==> config.mk <==
export PLATFORM = sky130hd
export DESIGN_NAME = dual_match_timer
export DESIGN_NICKNAME = d
export VERILOG_FILES = /design/src/rtl/tmr_pkg.sv /design/src/rtl/tmr_tick_sel.sv /design/src/rtl/tmr_match_sort.sv /design/src/rtl/tmr_evt.sv /design/src/rtl/dual_match_timer.sv
export SDC_FILE = /design/constraint.sdc
export NUM_CORES = 1
export LEC_CHECK = 0
export BUFFER_PORTS_ARGS = -buffer_cell sky130_fd_sc_hd__buf_2
export CAP_MARGIN = 0
export CORE_MARGIN = 4
export CORE_UTILIZATION = 30
export DETAILED_ROUTE_END_ITERATION = 7
export GPL_TIMING_DRIVEN = 1
export PLACE_DENSITY = 0.45
export SLEW_MARGIN = 30
export SYNTH_ARGS = -nofsm -noshare
export SYNTH_HDL_FRONTEND = slang
export SYNTH_SLANG_ARGS = --single-unit
==> constraint.sdc <==
create_clock -name clk_i -period 5.45 [get_ports clk_i]
set_input_delay 0.2725 -clock clk_i [delete_from_list [all_inputs] [get_ports clk_i]]
set_output_delay 0.2725 -clock clk_i [all_outputs]
set_load 0.01 [all_outputs]
==> src/rtl/tmr_pkg.sv <==
package tmr_pkg;
  typedef enum logic {
    SRC_FAST = 1'b0,
    SRC_SLOW = 1'b1
  } tick_src_e;
endpackage

==> src/rtl/tmr_tick_sel.sv <==
module tmr_tick_sel
  import tmr_pkg::*;
(
  input  logic src_i,
  input  logic slow_i,
  input  logic fast_i,
  output logic tick_o
);
  tick_src_e src;
  always_comb begin
    src    = tick_src_e'(src_i);
    tick_o = (src == SRC_SLOW) ? slow_i : fast_i;
  end
endmodule

==> src/rtl/tmr_match_sort.sv <==
module tmr_match_sort #(
  parameter int unsigned W = 16
) (
  input  logic [W-1:0] a_i,
  input  logic [W-1:0] b_i,
  output logic [W-1:0] hi_o,
  output logic [W-1:0] lo_o
);
  logic a_ge_b;
  always_comb begin
    a_ge_b = (a_i >= b_i);
    hi_o   = a_ge_b ? a_i : b_i;
    lo_o   = a_ge_b ? b_i : a_i;
  end
endmodule

==> src/rtl/tmr_evt.sv <==
module tmr_evt #(
  parameter int unsigned W = 16
) (
  input  logic         dec_i,
  input  logic [W-1:0] nxt_i,
  input  logic [W-1:0] hi_i,
  input  logic [W-1:0] lo_i,
  input  logic         ovf_en_i,
  output logic         evt_o
);
  logic at_zero, zero_arm, hit;
  always_comb begin
    at_zero  = (nxt_i == '0);
    zero_arm = ovf_en_i || (lo_i == '0);   // lo is zero if either threshold is
    hit      = (nxt_i == hi_i) || (nxt_i == lo_i);
    evt_o    = dec_i && (at_zero ? zero_arm : hit);
  end
endmodule

==> src/rtl/dual_match_timer.sv <==
module dual_match_timer
  import tmr_pkg::*;
#(
  parameter int unsigned CNT_W = 16
) (
  input  logic             clk_i,
  input  logic             rst_ni,
  input  logic             tick_slow_i,
  input  logic             tick_fast_i,
  input  logic             en_i,
  input  logic             clk_sel_i,
  input  logic             ovf_irq_en_i,
  input  logic             cnt_we_i,
  input  logic [CNT_W-1:0] cnt_wdata_i,
  input  logic             reload_we_i,
  input  logic [CNT_W-1:0] reload_wdata_i,
  input  logic             match_a_we_i,
  input  logic [CNT_W-1:0] match_a_wdata_i,
  input  logic             match_b_we_i,
  input  logic [CNT_W-1:0] match_b_wdata_i,
  output logic [CNT_W-1:0] count_o,
  output logic             irq_o
);
  logic [CNT_W-1:0] count_q, reload_q, ma_q, mb_q, hi_w, lo_w, nxt_w;
  logic irq_q, en_q, tick_w, en_rise, run, dec, evt_w;

  tmr_tick_sel u_sel (
    .src_i (clk_sel_i),
    .slow_i(tick_slow_i),
    .fast_i(tick_fast_i),
    .tick_o(tick_w)
  );

  tmr_match_sort #(.W(CNT_W)) u_sort (
    .a_i (ma_q),
    .b_i (mb_q),
    .hi_o(hi_w),
    .lo_o(lo_w)
  );

  assign en_rise = en_i & ~en_q;
  assign run     = en_i & en_q & ~cnt_we_i & tick_w;
  assign dec     = run & (count_q != '0);
  assign nxt_w   = count_q - 1'b1;

  tmr_evt #(.W(CNT_W)) u_evt (
    .dec_i   (dec),
    .nxt_i   (nxt_w),
    .hi_i    (hi_w),
    .lo_i    (lo_w),
    .ovf_en_i(ovf_irq_en_i),
    .evt_o   (evt_w)
  );

  always_ff @(posedge clk_i or negedge rst_ni) begin
    if (!rst_ni) begin
      count_q  <= '0;
      reload_q <= '0;
      ma_q     <= '0;
      mb_q     <= '0;
      irq_q    <= 1'b0;
      en_q     <= 1'b0;
    end else begin
      en_q <= en_i;
      if (reload_we_i)  reload_q <= reload_wdata_i;
      if (match_a_we_i) ma_q     <= match_a_wdata_i;
      if (match_b_we_i) mb_q     <= match_b_wdata_i;
      if (en_rise)                count_q <= reload_q;
      else if (en_i && cnt_we_i)  count_q <= cnt_wdata_i;
      else if (dec)               count_q <= nxt_w;
      else if (run)               count_q <= reload_q;   // wrap at zero
      if (evt_w) irq_q <= ~irq_q;
    end
  end

  assign count_o = count_q;
  assign irq_o   = irq_q;

  assert_enable_load_R2: assert property (@(posedge clk_i) disable iff (!rst_ni)
    (en_i && !en_q) |=> (count_q == $past(reload_q)));

  assert_decrement_R2: assert property (@(posedge clk_i) disable iff (!rst_ni)
    (en_i && en_q && !cnt_we_i && tick_w && count_q != '0)
      |=> ((count_q + 1'b1) == $past(count_q)));

  assert_wrap_R3: assert property (@(posedge clk_i) disable iff (!rst_ni)
    (en_i && en_q && !cnt_we_i && tick_w && count_q == '0)
      |=> ((count_q == $past(reload_q)) && $stable(irq_q)));

  assert_irq_on_tick_R6: assert property (@(posedge clk_i) disable iff (!rst_ni)
    !(en_i && tick_w) |=> $stable(irq_q));

  assert_count_write_R8: assert property (@(posedge clk_i) disable iff (!rst_ni)
    (en_i && en_q && cnt_we_i) |=> (count_q == $past(cnt_wdata_i)));

  assert_hold_off_R9: assert property (@(posedge clk_i) disable iff (!rst_ni)
    !en_i |=> ($stable(count_q) && $stable(irq_q)));
endmodule

==> metrics.cfg <==
[floorplanning]
io_pins = 92
dieArea_um2 = 18200
die_h_um = 135
start_util_pct = 30.5
die_w_um = 135
design.core.area_um2 = 15800
num_rows = 46

[yosys]
synth_simple_gate_area_share_pct = 21.0
synth-main-ff-cell = dfrtp_1
ys_types = 60
synth_xor_area_share_pct = 2.90
synth_top_family_by_area = compound AO/OA/AOI/OAI gates
synth-seq-cells = 66
async_reset_ff_share_pct = 100
synth_area_leader_cell = dfrtp_1
synth-warning-count = 0
synthTopCellsByCount = 66 x dfrtp_1, 61 x nand2_1, 54 x nor2_1, 48 x o21ai_0, 33 x a21oi_1
yosysSeqAreaShare_pct = 34.2
yosys-top-cells-area = dfrtp_1 34%, mux2_2 7.0%, o21ai_0 5.0%
synthCells = 565
synth_area_um2 = 4830
synth_most_common_cell = dfrtp_1
synthMuxAreaShare_pct = 8.24
synth-adder-area-share_pct = 4.92
avgSynthCellArea_um2 = 8.55
synth_edf_count = 0
yosys.area.top_type_share_pct = 34.2
postSynthNetCount = 659
synth_compound_area_share_pct = 23.0

[sta]
tightest_slew_ns = 0.913
grt_setup_unrepaired = no
finalSetupViolCount = 0
period_needed_ns = 4.04
slew_headroom_pct = 39.1
fin_crit_sh_pct = 74.1
finalMaxSlewViolations = 0
fmax_mhz = 248
hold_violations = 0
finClkSkew_ns = 0.00609
setup_tns_ns = 0

[setup_path]
cp_max_fo = 20
reg2reg_slack_ns = 1.41
arrival_ns = 4.25
path_class = register to register
critPathLaunchType = register
required_ns = 5.67
worstSetupEndpointType = register

[detailed_routing]
drt_wl_total_um = 15700
drc = 0
antenna_left = 0
drt-initial-drc-count = 243
first_pass_iters = 4
via_per_inst = 5.35
wl_per_cell_um = 18.2
vias = 4604

[clocking]
cts_setup_buffers = 0
cts_tree = yes
cts.sinks = 66
clkTransAtPathRegs_ns = 0.06
cts-resized-gates = 0
clk_latency_ns = 0.34
cts_inserted_buffers = 9
clockBufferDepth = 2
clockRootBuffer = clkbuf_16
cts_hold_buf = 0
h-tree-depth = 3

[place]
portBuffers = 91
gp_congestion = 0.869
dp_cells = 846
dp_hpwl_um = 12000
place_area_um2 = 5450

[power_and_ir_drop]
power_density_nw_per_um2 = 320
total_power_uw = 1840
ir_drop_mv = 0.150
p_leak_uw = 0.00240

[job]
cap_violations = 0

[global_route]
antenna_found_initial = 0
grt_usage_pct = 17.6
grt_pass1_vias = 4633
grt_start_max_net_pins = 67
grt_pass1_wl_um = 25400
grt_remaining_overflow = 0

[cells_and_area]
syn_to_final_growth_pct = 19.2
final_nets = 735
fin_cells = 861
antenna_cells = 0
fin_area_um2 = 5760
drive_gt1_share_pct = 24.7
final_util_pct = 36.4

[worst_hold_path]
hold_class = input port to asynchronous set/reset pin

[run_status]
status = complete, no violations

-- report_power, final --
part	leakage, uW	internal (uW)	switching, uW
clock	0.000152	388	214
combinational	0.00147	251	354
sequential	0.000785	546	90.0
total	0.00240	1190	658
-- registers in the layout (all words and copies together) (netlist names) --
register,count
count_o,16
ma_q,16
mb_q,16
reload_q,16
en_q,1
irq_o,1
-- metal layers --
metal / routed length [um] / GRT usage [%] / up-vias
met2: 6710 / 26.2 / 162
met4: 276 / 5.03 / 0
li1: - / - / 2269
met1: 7690 / 25.4 / 2154
met5: 0 / 0 / -
met3: 983 / 4.28 / 19
-- worst max-delay path: stages (launching register included) --
cell,delay [ns]
dfrtp_1,0.36
inv_1,0.08
ha_1,0.28
nand2b_1,0.14
a2111oi_0,0.75
or3_1,0.68
nand3_1,0.38
o211a_1,0.33
nor4_1,0.33
nand4_1,0.16
o22ai_2,0.14
mux2i_1,0.20
nand3_1,0.09
-- area by class of cell --
class | count | area, um^2
clock inverter | 2 | 35.0
timing repair buffer | 101 | 534
fill | 1691 | 10100
multi-input combinational | 442 | 2920
clock buffer | 13 | 270
sequential | 66 | 1650
inverter | 21 | 78.8
tap | 216 | 270
-- worst paths after layout --
check | cells past startpoint | from | to
setup / recovery | 12 | ma_q[0] | irq_o
min in group clk_i | 1 | en_i | en_q
max in group asynchronous | 2 | rst_ni | count_o[1]
hold reg to reg | 1 | reload_q[3] | reload_q[3]
hold / removal | 2 | rst_ni | ma_q[8]
setup reg to reg | 12 | ma_q[0] | irq_o
-- cell families after synthesis --
family                     Yosys count
AOI/OAI and AO/OA                  165
xor gates and xnor gates            16
DFF                                 66
muxes                               36
and+or+nand+nor                    206
buffers and inverters               57
adders and majority gates           19
-- metrics by stage --
stage	hold slack (ns)	setup slack [ns]
6_report	0.0331	1.41
5_1_grt	0.0855	1.15
4_1_cts	0.0770	1.31
3_5_place_dp	0.435	1.36
3_3_place_gp	0.428	1.33
2_1_floorplan	-0.0231	2.12
-- cell usage in the layout (no fill, tap or decap), drive strengths merged, types with 7 or more instances in the layout --
master,netlist,routed
nor2,54,54
inv,21,21
a21oi,33,33
ha,19,19
nor4,18,18
nand2,61,61
or3,13,13
xor2,7,7
dfrtp,66,66
xnor2,9,9
nor3,17,17
o21ai,48,48
a2111oi,19,19
o22ai,16,16
buf,12,101
nand2b,7,7
a32oi,17,17
clkbuf,23,13
nand4,12,12
o21a,7,7
mux2,30,30
Note: power is estimated with default switching activity, not from simulation.
